**src/rtl/hmr_pkg.sv**
```systemverilog
package hmr_pkg;

    typedef enum logic [1:0] {
        TGT_DRAM  = 2'd0,
        TGT_PCI   = 2'd1,
        TGT_FLASH = 2'd2
    } target_e;

    localparam int unsigned NUM_TGT = 3;

    typedef struct packed {
        target_e tgt;
        logic    cacheable;
    } route_t;

endpackage

```
**src/rtl/hmr_cfg_reg.sv**
```systemverilog
module hmr_cfg_reg #(
    parameter int unsigned TOP_W  = 8,
    parameter int unsigned MIN_MB = 2,
    parameter int unsigned MAX_MB = 192
) (
    input  logic             clk,
    input  logic             rst_n,
    input  logic             load,
    input  logic [TOP_W-1:0] top_in,
    input  logic             rd_cache_in,
    input  logic             wr_cache_in,
    output logic [TOP_W-1:0] top_q,
    output logic             rd_cache_q,
    output logic             wr_cache_q
);
    localparam logic [TOP_W-1:0] MIN_V = TOP_W'(MIN_MB);
    localparam logic [TOP_W-1:0] MAX_V = TOP_W'(MAX_MB);

    typedef struct packed {
        logic [TOP_W-1:0] top;
        logic             rd_cache;
        logic             wr_cache;
    } cfg_t;

    cfg_t cfg_d, cfg_q;

    always_comb begin
        cfg_d = cfg_q;
        if (load) begin
            if (top_in > MAX_V)      cfg_d.top = MAX_V;
            else if (top_in < MIN_V) cfg_d.top = MIN_V;
            else                     cfg_d.top = top_in;
            cfg_d.rd_cache = rd_cache_in;
            cfg_d.wr_cache = wr_cache_in;
        end
    end

    always_ff @(posedge clk or negedge rst_n) begin
        if (!rst_n) begin
            cfg_q.top      <= MIN_V;
            cfg_q.rd_cache <= 1'b0;
            cfg_q.wr_cache <= 1'b0;
        end else begin
            cfg_q <= cfg_d;
        end
    end

    assign top_q      = cfg_q.top;
    assign rd_cache_q = cfg_q.rd_cache;
    assign wr_cache_q = cfg_q.wr_cache;
endmodule

```
**src/rtl/hmr_field_match.sv**
```systemverilog
module hmr_field_match #(
    parameter int unsigned W       = 4,
    parameter logic [W-1:0] PATTERN = '1
) (
    input  logic [W-1:0] field,
    output logic         hit
);
    assign hit = (field == PATTERN);
endmodule

```
**src/rtl/hmr_decode.sv**
```systemverilog
module hmr_decode
    import hmr_pkg::*;
#(
    parameter int unsigned ADDR_W      = 32,
    parameter int unsigned SEG_SHIFT   = 16,
    parameter int unsigned MB_SHIFT    = 20,
    parameter int unsigned FLASH_SHIFT = 19,
    parameter int unsigned TOP_W       = 8
) (
    input  logic [ADDR_W-SEG_SHIFT-1:0] addr_hi,
    input  logic                        is_write,
    input  logic [TOP_W-1:0]            top_mb,
    input  logic                        rd_cache,
    input  logic                        wr_cache,
    output route_t                      route
);
    localparam int unsigned HI_W    = ADDR_W - SEG_SHIFT;
    localparam int unsigned MBF_W   = ADDR_W - MB_SHIFT;
    localparam int unsigned FLASH_W = ADDR_W - FLASH_SHIFT;
    localparam int unsigned SUB_W   = MB_SHIFT - SEG_SHIFT;

    logic [MBF_W-1:0] mb_idx;
    logic [MBF_W-1:0] top_ext;
    logic             in_flash;
    logic             in_first_mb;
    logic             in_bios_seg;
    logic             bios_en;

    assign mb_idx  = addr_hi[HI_W-1 -: MBF_W];
    assign top_ext = MBF_W'(top_mb);

    hmr_field_match #(.W(FLASH_W), .PATTERN('1)) u_flash_match (
        .field (addr_hi[HI_W-1 -: FLASH_W]),
        .hit   (in_flash)
    );

    hmr_field_match #(.W(MBF_W), .PATTERN('0)) u_low_match (
        .field (mb_idx),
        .hit   (in_first_mb)
    );

    logic seg_top;
    hmr_field_match #(.W(SUB_W), .PATTERN('1)) u_seg_match (
        .field (addr_hi[SUB_W-1:0]),
        .hit   (seg_top)
    );

    assign in_bios_seg = in_first_mb && seg_top;
    assign bios_en     = is_write ? wr_cache : rd_cache;

    always_comb begin
        route_t route_d;
        if (in_flash) begin
            route_d.tgt       = TGT_FLASH;
            route_d.cacheable = 1'b0;
        end else if (in_bios_seg) begin
            route_d.tgt       = bios_en ? TGT_DRAM : TGT_PCI;
            route_d.cacheable = bios_en;
        end else if (in_first_mb || (mb_idx < top_ext)) begin
            route_d.tgt       = TGT_DRAM;
            route_d.cacheable = 1'b1;
        end else begin
            route_d.tgt       = TGT_PCI;
            route_d.cacheable = 1'b0;
        end
        route = route_d;
    end
endmodule

```
**src/rtl/hmr_router.sv**
```systemverilog
module hmr_router
    import hmr_pkg::*;
#(
    parameter int unsigned ADDR_W      = 32,
    parameter int unsigned SEG_SHIFT   = 16,
    parameter int unsigned MB_SHIFT    = 20,
    parameter int unsigned FLASH_SHIFT = 19,
    parameter int unsigned TOP_W       = 8,
    parameter int unsigned MIN_MB      = 2,
    parameter int unsigned MAX_MB      = 192
) (
    input  logic              clk,
    input  logic              rst_n,
    input  logic              cfg_we,
    input  logic [TOP_W-1:0]  cfg_top_mb,
    input  logic              cfg_bios_rd_cache,
    input  logic              cfg_bios_wr_cache,
    input  logic [ADDR_W-1:0] addr,
    input  logic              is_write,
    output logic              sel_dram,
    output logic              sel_pci,
    output logic              sel_flash,
    output logic              cacheable
);
    logic [TOP_W-1:0]   top_mb_q;
    logic               rd_cache_q;
    logic               wr_cache_q;
    route_t             route;
    logic [NUM_TGT-1:0] sel_vec;
    logic               unused_low_bits;

    assign unused_low_bits = ^addr[SEG_SHIFT-1:0];

    hmr_cfg_reg #(
        .TOP_W  (TOP_W),
        .MIN_MB (MIN_MB),
        .MAX_MB (MAX_MB)
    ) u_cfg (
        .clk         (clk),
        .rst_n       (rst_n),
        .load        (cfg_we),
        .top_in      (cfg_top_mb),
        .rd_cache_in (cfg_bios_rd_cache),
        .wr_cache_in (cfg_bios_wr_cache),
        .top_q       (top_mb_q),
        .rd_cache_q  (rd_cache_q),
        .wr_cache_q  (wr_cache_q)
    );

    hmr_decode #(
        .ADDR_W      (ADDR_W),
        .SEG_SHIFT   (SEG_SHIFT),
        .MB_SHIFT    (MB_SHIFT),
        .FLASH_SHIFT (FLASH_SHIFT),
        .TOP_W       (TOP_W)
    ) u_decode (
        .addr_hi  (addr[ADDR_W-1:SEG_SHIFT]),
        .is_write (is_write),
        .top_mb   (top_mb_q),
        .rd_cache (rd_cache_q),
        .wr_cache (wr_cache_q),
        .route    (route)
    );

    for (genvar t = 0; t < NUM_TGT; t++) begin : g_sel
        assign sel_vec[t] = (route.tgt == target_e'(t));
    end

    assign sel_dram  = sel_vec[TGT_DRAM];
    assign sel_pci   = sel_vec[TGT_PCI];
    assign sel_flash = sel_vec[TGT_FLASH];
    assign cacheable = route.cacheable;
endmodule

```
**config.mk**
```make
export PLATFORM = sky130hd
export DESIGN_NAME = hmr_router
export DESIGN_NICKNAME = d
export VERILOG_FILES = /design/src/rtl/hmr_pkg.sv /design/src/rtl/hmr_cfg_reg.sv /design/src/rtl/hmr_field_match.sv /design/src/rtl/hmr_decode.sv /design/src/rtl/hmr_router.sv
export SDC_FILE = /design/constraint.sdc
export NUM_CORES = 1
export LEC_CHECK = 0
export ABC_AREA = 1
export ABC_CLOCK_PERIOD_IN_PS = 2100
export BUFFER_PORTS_ARGS = -buffer_cell sky130_fd_sc_hd__buf_2
export CORE_MARGIN = 4
export CORE_UTILIZATION = 41
export DETAILED_ROUTE_END_ITERATION = 7
export PLACE_DENSITY = 0.78
export REMOVE_ABC_BUFFERS = 1
export SLEW_MARGIN = 10
export SYNTH_ARGS = -nofsm -noshare
export SYNTH_HDL_FRONTEND = slang
export SYNTH_SLANG_ARGS = --single-unit
```
**constraint.sdc**
```tcl
create_clock -name clk -period 2.1 [get_ports clk]
set_clock_uncertainty 0.2 [all_clocks]
set_input_delay 0.21 -clock clk [delete_from_list [all_inputs] [get_ports clk]]
set_output_delay 0.21 -clock clk [all_outputs]
set_load 0.01 [all_outputs]
```
# After elaboration in Yosys (flattened, before gate mapping)

Cells that the tools add are included.

Word-level logic and storage cells: 21
Bits in registers: 10
Bits of input ports: 46
Output and inout port bits: 4

Equal/unequal tests: 4
Muxes and demuxes: 7
Reduce and logical (&&, ||, !) cells: 4
$lt $le $gt $ge: 3

Operator list:

| operator                                             | count |
|---|---|
| two-way mux 8 bit                                    | 2 |
| equality test 13 bit, second input constant          | 1 |
| logical NOT 12 bit                                   | 1 |
| < comparator 12 x 8 -> 1 bit                         | 1 |
| greater-than comparator 8 bit, second input constant | 1 |
| < comparator 8 x 2 -> 1 bit, second input constant   | 1 |
| two-way mux 3 bit                                    | 2 |
| equality test 4 bit, second input constant           | 1 |
| equality test 2 x 1 -> 1 bit, second input constant  | 1 |
| equality test 2 bit, second input constant           | 1 |
| logical NOT 2 bit                                    | 1 |
| two-way mux 1 bit                                    | 2 |
| two-way mux 2 bit                                    | 1 |
| logical AND 1 bit                                    | 1 |
| logical OR 1 bit                                     | 1 |

# Logic depth before layout (Yosys ltp)

Gate-level depths: netlist of the first run.

Depth after elaboration: 6
Mapped depth: 10
Depth with buffers taken out: 10

# By module

Synthesis of the first run repeated with hierarchy kept, for this count alone.

Cell total of the unflattened synthesis: 146
Area total of the unflattened synthesis: 883.3 um2

Modules (own cells, without submodules):

| module                                   | cells each | area an instance (um2) | seq. area each (um2) | instances |
|---|---|---|---|---|
| hmr_cfg_reg                              | 58         | 464.2                  | 251.5                | 1 |
| hmr_decode                               | 47         | 262.8                  | 0.0                  | 1 |
| hmr_field_match (u_decode.u_low_match)   | 19         | 73.8                   | 0.0                  | 1 |
| hmr_field_match (u_decode.u_flash_match) | 14         | 52.6                   | 0.0                  | 1 |
| hmr_router                               | 5          | 18.8                   | 0.0                  | 1 |
| hmr_field_match (u_decode.u_seg_match)   | 3          | 11.3                   | 0.0                  | 1 |

# Worst setup path before layout of the first run

OpenSTA, ideal clock, no wires.

Kind: reg2out
Start point: reg u_cfg.cfg_q, in the netlist u_cfg.top_q[1]
End point: out sel_dram
Stages on the path, launching flop included: 11
Path slack: 0.393 ns
Required time: 1.690 ns
Arrival: 1.297 ns
Buffers on the path: 1
Path through: dfstp_2 -> inv_1 -> ha_1 -> nand2_1 -> nand2_1 -> nand2_1 -> nand2_1 -> nand2_1 -> nand2_1 -> nand2_2 -> buf_4

Cells in the longest elaborated chain, start to end: 6

RTL lines:

| element                      | line              | RTL |
|---|---|---|
| start: declaration           | hmr_cfg_reg.sv:25 | `cfg_t cfg_d, cfg_q;` |
| start signal: assignment     | hmr_cfg_reg.sv:44 | `cfg_q <= cfg_d;` |
| < comparator 12 x 8 -> 1 bit | hmr_decode.sv:59  | `end else if (in_first_mb \|\| (mb_idx < top_ext)) begin` |
| logical OR 1 bit             | hmr_decode.sv:59  |  |
| two-way mux 2 bit            | hmr_decode.sv:59  |  |
| two-way mux 3 bit            | hmr_decode.sv:56  | `end else if (in_bios_seg) begin` |
| two-way mux 3 bit            | hmr_decode.sv:53  | `if (in_flash) begin` |
| logical NOT 2 bit            | hmr_router.sv:66  | `assign sel_vec[t] = (route.tgt == target_e'(t));` |
| end: declaration             | hmr_router.sv:20  | `output logic sel_dram,` |

No other way between the ends.

# Worst setup path after layout of the first run

Start point: reg u_cfg.cfg_q, in the netlist u_cfg.top_q[1]
End point: out sel_pci

Cells in the longest elaborated chain, start to end: 6

RTL lines:

| element                      | line             | RTL |
|---|---|---|
| < comparator 12 x 8 -> 1 bit | hmr_decode.sv:59 |  |
| logical OR 1 bit             | hmr_decode.sv:59 |  |
| two-way mux 2 bit            | hmr_decode.sv:59 |  |
| two-way mux 3 bit            | hmr_decode.sv:56 |  |
| two-way mux 3 bit            | hmr_decode.sv:53 |  |
| equality test 2 x 1 -> 1 bit | hmr_router.sv:66 |  |
| end: declaration             | hmr_router.sv:21 | `output logic sel_pci,` |

No other way between the ends.

==> results.ini, run 1 <==
[run_status]
status = finished clean

[setup_path]
criticalPathCategory = reg -> out
crit_path_start_kind = flip-flop
r2r_start = u_cfg.top_q[1]$_DFFE_PN1P_
slowest_delay_ns = 0.53
path_cells = inv_2 > ha_4 > nand2_2 > nand2_2 > nand2_1 > nand2_1 > nand2_1 > nand2_1 > nand2_2 > nor2_2 > buf_2
worst_setup_path_end_kind = primary output
crit_fanout = 3
worst_ep_arrival_time_ns = 1.68
crit_top_cell = nand2_1
crit_required_ns = 1.69
cpMaxStageDelayCell = dfstp_2
startpoint = u_cfg.top_q[1]$_DFFE_PN1P_

[synthesis]
yosys_warnings = 0
synth_xor_area_frac = 0
synth.avg_cell_area_um2 = 6.71
netlist_instances = 117
yosys_most_used_dff = dfrtp_1
ys_seq_area_frac = 0.321
syn_area_um2 = 785
yosys.area.top_type_share = 0.287
yosys.area_share.simple = 0.380
synth-compound-area-share = 0.0718
synth-edff-count = 0
synthTopCellsByArea = dfrtp_1 (29%), nand2_1 (19%), ha_1 (11%)
synthMuxAreaShare = 0
ys_types = 20
synth.largest_area_cell = dfrtp_1
synth-seq-cells = 10
synthArstFlopShare = 1.00
yosys-top-cells-count = nand2_1 (40), inv_1 (18), nor2_1 (11), nand3_1 (10), dfrtp_1 (9)
synth_most_common_cell = nand2_1
synthAdderAreaFrac = 0.112
synth_top_family_by_area = simple AND/OR/NAND/NOR gates

[floorplanning]
core_region_area_um2 = 1760
die_h_um = 51.7
fp.dieArea_um2 = 2680
floorplan.rows = 15
ios = 50
die_w_um = 51.7
start_util = 0.445

[routing]
drt_iter0_drc = 12
vias_per_cell = 4.63
drt_pre_antenna_iters = 4
drt_wl_total_mm = 1.91
wl_per_cell_um = 10.3
vias = 856
ant_nets = 0
drc_errors = 0

[clocking]
cts.sinks = 10
cts.clk_slew.worst_paths_ns = 0.05
ctsRootBufferMaster = clkbuf_4
clock_path_buffers = 2
clk_latency_ns = 0.26
tritoncts = built
cts_buffers = 3
htreeDepth = 1
post-cts-setup-buffer-count = 0

[worst_hold_path]
hp-start = cfg_top_mb[3]
hold_path_class = in -> reg

[sta]
fin_crit_ns = 2.09
grt_setup_unrepaired = true
slew_violations = 0
max_freq_ghz = 0.479
setup_viol = 0
worstMarginPinSlew_ns = 0.280
fin_crit_sh = 0.995
finalHoldViolations = 0
relSlewSlack = 0.812
hold-worst-slack_ns = 0.00976
tns_ns = 0

[grt]
grt_max_degree = 15
antenna_found_initial = 0
grt_pass1_vias = 813
overflow = 0
grt_pass1_wl_mm = 3.12
grt_use_total = 0.154

[final_layout]
n_antenna_cell = 0
final_nets = 214
area_delta_synth_final_pct = 40.8
drive_above_1_share = 0.313

[power]
p_leak_nw = 0.612
vdd_drop_max_mv = 0.362
p_per_area_nw_per_um2 = 458
total_power_mw = 0.506

[placement]
dp_hpwl_mm = 1.56
port_buffers = 33
place.gp.congestion = 0.790

[run]
drv_cap = 0

==> area by class of cell <==
cell class / instances / area, um^2
flip-flops and latches: 10 / 251
repair buffers: 41 / 245
clock buffers: 4 / 26.3
multi-input cells: 84 / 472
fillers: 193 / 659
inverters: 21 / 78.8
well taps: 25 / 31.3
==> metrics by stage <==
| stage | instances | worst slack, ns | area [um^2] | utilization |
|---|---|---|---|---|
| CTS | 185 | 0.0229 | 1070 | 0.609 |
| global route | 185 | -0.0949 | 1100 | 0.626 |
| floorplan | 115 | 0.381 | 772 | - |
| detailed placement | 173 | 0.307 | 968 | 0.549 |
| global placement | 173 | 0.336 | 968 | 0.549 |
| finish | 185 | 0.0114 | 1100 | 0.626 |
==> final timing paths <==
check	to	slack, ns	cells past startpoint
worst max-delay path	sel_pci	0.01	11
worst min-delay path	u_cfg.top_q[3]$_DFFE_PN0P_	0.01	3
worst max register to register	u_cfg.top_q[1]$_DFFE_PN1P_	1.20	2
worst min register to register	u_cfg.top_q[1]$_DFFE_PN1P_	0.27	2
max in group asynchronous	u_cfg.top_q[1]$_DFFE_PN1P_	1.31	2
min in group asynchronous	u_cfg.top_q[5]$_DFFE_PN0P_	0.13	2
==> logic make-up after synthesis <==
kind of cell / after synthesis
compound gates: 8
fa+ha+maj: 7
simple gates: 69
buf+inv: 23
flops: 10
==> routing by layer <==
metal | up-vias | part of all wire | track usage
li1 | 450 | - | -
met1 | 361 | 0.42 | 0.176
met2 | 40 | 0.49 | 0.282
met3 | 5 | 0.077 | 0.0201
met4 | 0 | 0.018 | 0.0655
met5 | - | 0 | 0
==> worst max-delay path, delay by kind of cell (launching register included) <==
| kind | cells | cell delay (ns) |
|---|---|---|
| fa+ha+maj | 1 | 0.25 |
| buf+inv | 2 | 0.17 |
| flops | 1 | 0.53 |
| simple gates | 8 | 0.47 |
==> layout by cell type (no fill, tap or decap), drive strengths merged <==
master and instances:
clkbuf 4, dfrtp 9, nor2 13, clkinv 1, or2 1, nand3 10, o21ai 6, o31ai 1
dfstp 1, nand4 3, dlygate4sd3 8, nor4 1, nand2 41, inv 20, buf 33, a21oi 1
ha 7
==> power breakdown <==
group	total, mW	internal (mW)	leakage, nW	switching, mW
Clock	0.132	0.0731	0.0150	0.0589
Sequential	0.220	0.212	0.122	0.00810
Combinational	0.154	0.0708	0.475	0.0827
Total	0.506	0.356	0.612	0.150
==> flip-flops by register name, summed over array words and instances, names as in the netlist <==
| name | flops |
|---|---|
| u_cfg.top_q | 8 |
| u_cfg.wr_cache_q | 1 |
| u_cfg.rd_cache_q | 1 |
==> timing repair <==
| item | 4_1_cts | 5_1_grt |
|---|---|---|
| endpoints found under the setup margin | 0 | 3 |
| hold buffers | 8 | 0 |
| gates resized for setup | 0 | 6 |
| hold endpoints to repair | 17 | 0 |
No activity file was read; power rests on OpenSTA's default activity.
==> inputs of run 2 (changes only) <==
--- a/config.mk
+++ b/config.mk
@@ -7,11 +7,12 @@
 export LEC_CHECK = 0
 export ABC_AREA = 1
 export ABC_CLOCK_PERIOD_IN_PS = 2100
-export BUFFER_PORTS_ARGS = -buffer_cell sky130_fd_sc_hd__buf_2
+export BUFFER_PORTS_ARGS = -buffer_cell sky130_fd_sc_hd__buf_4
 export CORE_MARGIN = 4
-export CORE_UTILIZATION = 41
+export CORE_UTILIZATION = 43
+export CTS_BUF_LIST = sky130_fd_sc_hd__clkbuf_4 sky130_fd_sc_hd__clkbuf_8
 export DETAILED_ROUTE_END_ITERATION = 7
-export PLACE_DENSITY = 0.78
+export PLACE_DENSITY = 0.81
 export REMOVE_ABC_BUFFERS = 1
 export SLEW_MARGIN = 10
 export SYNTH_ARGS = -nofsm -noshare
==> run 2 against run 1 <==
- clock power up 11%
- worst hold slack better by 0.036 ns
- routed wire length down 0.47%
- cell area up 7.6%
- critical path type unchanged
- highest routed layer is now met3
==> results.ini, run 2 (same netlist as run 1, synthesis figures left out) <==
[clocking]
tritoncts = built  ; unchanged
cts.sinks = 10  ; unchanged
cts_buffers = 3  ; unchanged
ctsRootBufferMaster = clkbuf_4  ; unchanged
clk_latency_ns = 0.26  ; about the same
post-cts-setup-buffer-count = 0  ; unchanged
htreeDepth = 1  ; unchanged
clock_path_buffers = 2  ; unchanged
cts.clk_slew.worst_paths_ns = 0.06  ; was 0.05 ns

[placement]
dp_hpwl_mm = 1.56  ; about the same
place.gp.congestion = 0.765  ; was 0.790
port_buffers = 33  ; unchanged

[final_layout]
final_cell_mix = nand2_1 (38), buf_4 (33), inv_1 (16), nor2_1 (11), nand3_1 (10)  ; was nand2_1 (38), buf_2 (33), inv_1 (16), nor2_1 (11), nand3_1 (10)
utilization = 0.688  ; was 0.626
largest_reg_flops = 8  ; unchanged
layout_commonest_cell = nand2_1  ; unchanged
regArea_um2 = 251  ; unchanged
final_nets = 215  ; was 214
multi_input_area_um2 = 459  ; was 472 um^2
n_antenna_cell = 0  ; unchanged
drive_above_1_share = 0.311  ; was 0.313
area_delta_synth_final_pct = 51.5  ; was 40.8%
fillers = 168  ; was 193

[floorplanning]
fp.dieArea_um2 = 2570  ; was 2680 um^2
ios = 50  ; unchanged
floorplan.rows = 15  ; unchanged
core_region_area_um2 = 1730  ; was 1760 um^2
die_h_um = 50.7  ; was 51.7 um
die_w_um = 50.7  ; was 51.7 um
start_util = 0.454  ; was 0.445

[routing]
ant_nets = 0  ; unchanged
vias = 859  ; was 856
drc_errors = 0  ; unchanged
vias_per_cell = 4.62  ; was 4.63
wl_per_cell_um = 10.2  ; was 10.3 um
drt_wl_total_mm = 1.90  ; was 1.91 mm
drt_pre_antenna_iters = 4  ; unchanged
drt_iter0_drc = 10  ; was 12

[grt]
grt_max_degree = 15  ; unchanged
grt_use_total = 0.168  ; was 0.154
met3_usage = 0.0356  ; was 0.0201
overflow = 0  ; unchanged
met2_usage = 0.326  ; was 0.282
grt-busiest-layer = met2  ; unchanged
antenna_found_initial = 0  ; unchanged
use_met1 = 0.175  ; was 0.176
grt_pass1_vias = 844  ; was 813
grt_pass1_wl_mm = 3.36  ; was 3.12 mm

[setup_path]
crit_top_cell = nand2_1  ; unchanged
cpMaxStageDelayCell = dfstp_2  ; unchanged
crit_required_ns = 1.69  ; about the same
worst_ep_arrival_time_ns = 1.67  ; was 1.68 ns
path_buf_inv = 2  ; unchanged
crit_path_start_kind = flip-flop  ; unchanged
worst_setup_path_end_kind = primary output  ; unchanged
r2r_slack_ns = 1.18  ; was 1.20 ns
criticalPathCategory = reg -> out  ; unchanged
crit_fanout = 3  ; unchanged
path_cells = inv_2 > ha_4 > nand2_2 > nand2_2 > nand2_1 > nand2_1 > nand2_1 > nand2_1 > nand2_2 > nor2_2 > buf_4  ; was inv_2 > ha_4 > nand2_2 > nand2_2 > nand2_1 > nand2_1 > nand2_1 > nand2_1 > nand2_2 > nor2_2 > buf_2
slowest_delay_ns = 0.54  ; was 0.53 ns
cp_top_family = flip-flops  ; unchanged

[power]
vdd_drop_max_mv = 0.322  ; was 0.362 mV
total_power_mw = 0.532  ; was 0.506 mW
p_leak_nw = 0.644  ; was 0.612 nW
p_per_area_nw_per_um2 = 448  ; was 458 nW/um^2

[sta]
relSlewSlack = 0.804  ; was 0.812
worstMarginPinSlew_ns = 0.291  ; was 0.280 ns
finalHoldViolations = 0  ; unchanged
fin_crit_sh = 0.993  ; was 0.995
slew_violations = 0  ; unchanged
fin_crit_ns = 2.08  ; was 2.09 ns
grt_setup_unrepaired = true  ; unchanged
max_freq_ghz = 0.480  ; was 0.479 GHz
setup_viol = 0  ; unchanged

[run]
drv_cap = 0  ; unchanged

[worst_hold_path]
hold_path_class = in -> reg  ; unchanged

[run_status]
status = finished clean  ; unchanged

## run 2: final timing paths
kind / to / depth (start not counted) / start
worst max-delay path: sel_pci / 11 / u_cfg.top_q[1]$_DFFE_PN1P_
worst min-delay path: u_cfg.top_q[7]$_DFFE_PN0P_ / 2 / cfg_we
worst max register to register: u_cfg.top_q[1]$_DFFE_PN1P_ / 2 / u_cfg.top_q[1]$_DFFE_PN1P_
worst min register to register: u_cfg.top_q[4]$_DFFE_PN0P_ / 2 / u_cfg.top_q[4]$_DFFE_PN0P_
max in group asynchronous: u_cfg.top_q[1]$_DFFE_PN1P_ / 2 / rst_n
min in group asynchronous: u_cfg.top_q[7]$_DFFE_PN0P_ / 2 / rst_n
## run 2: per-layer routing
layer | vias to the layer above | routed length [um]
met5 | - | 0
met4 | 0 | 0
met3 | 0 | 154
met2 | 30 | 995
met1 | 378 | 754
li1 | 451 | -
## run 2: repair_timing
action	in CTS	in global routing
endpoints found under the setup margin	0	3
resized for setup	0	5
hold endpoints to repair	18	0
hold buffers	9	0
## run 2: power by group
group	switching, mW	leakage (nW)	internal [mW]
Clock	0.0599	0.0184	0.0860
Sequential	0.00798	0.122	0.212
Combinational	0.0805	0.504	0.0858
Total	0.148	0.644	0.384
## run 2: layout make-up
class	count	share of cell area
tap	25	0.0263
sequential	10	0.212
inverter	21	0.0663
timing repair buffer	42	0.284
multi-input combinational	84	0.386
clock buffer	4	0.0253
## run 2: worst reg2reg max path, stage by stage, from the launching register on
cell and delay (ns):
dfstp_2 0.54, nand2_1 0.05, nand2_1 0.07
## run 2: through the flow
stage / hold slack (ns) / setup TNS, ns / setup slack, ns / instance area, um^2 / std cells
global route: 0.0657 / -0.0763 / -0.0757 / 1190 / 186
detailed placement: -0.158 / 0 / 0.285 / 1050 / 173
CTS: 0.0399 / 0 / 0.00382 / 1170 / 186
floorplan: -0.286 / 0 / 0.381 / 772 / 115
global placement: -0.162 / 0 / 0.324 / 1050 / 173
finish: 0.0453 / 0 / 0.0151 / 1190 / 186
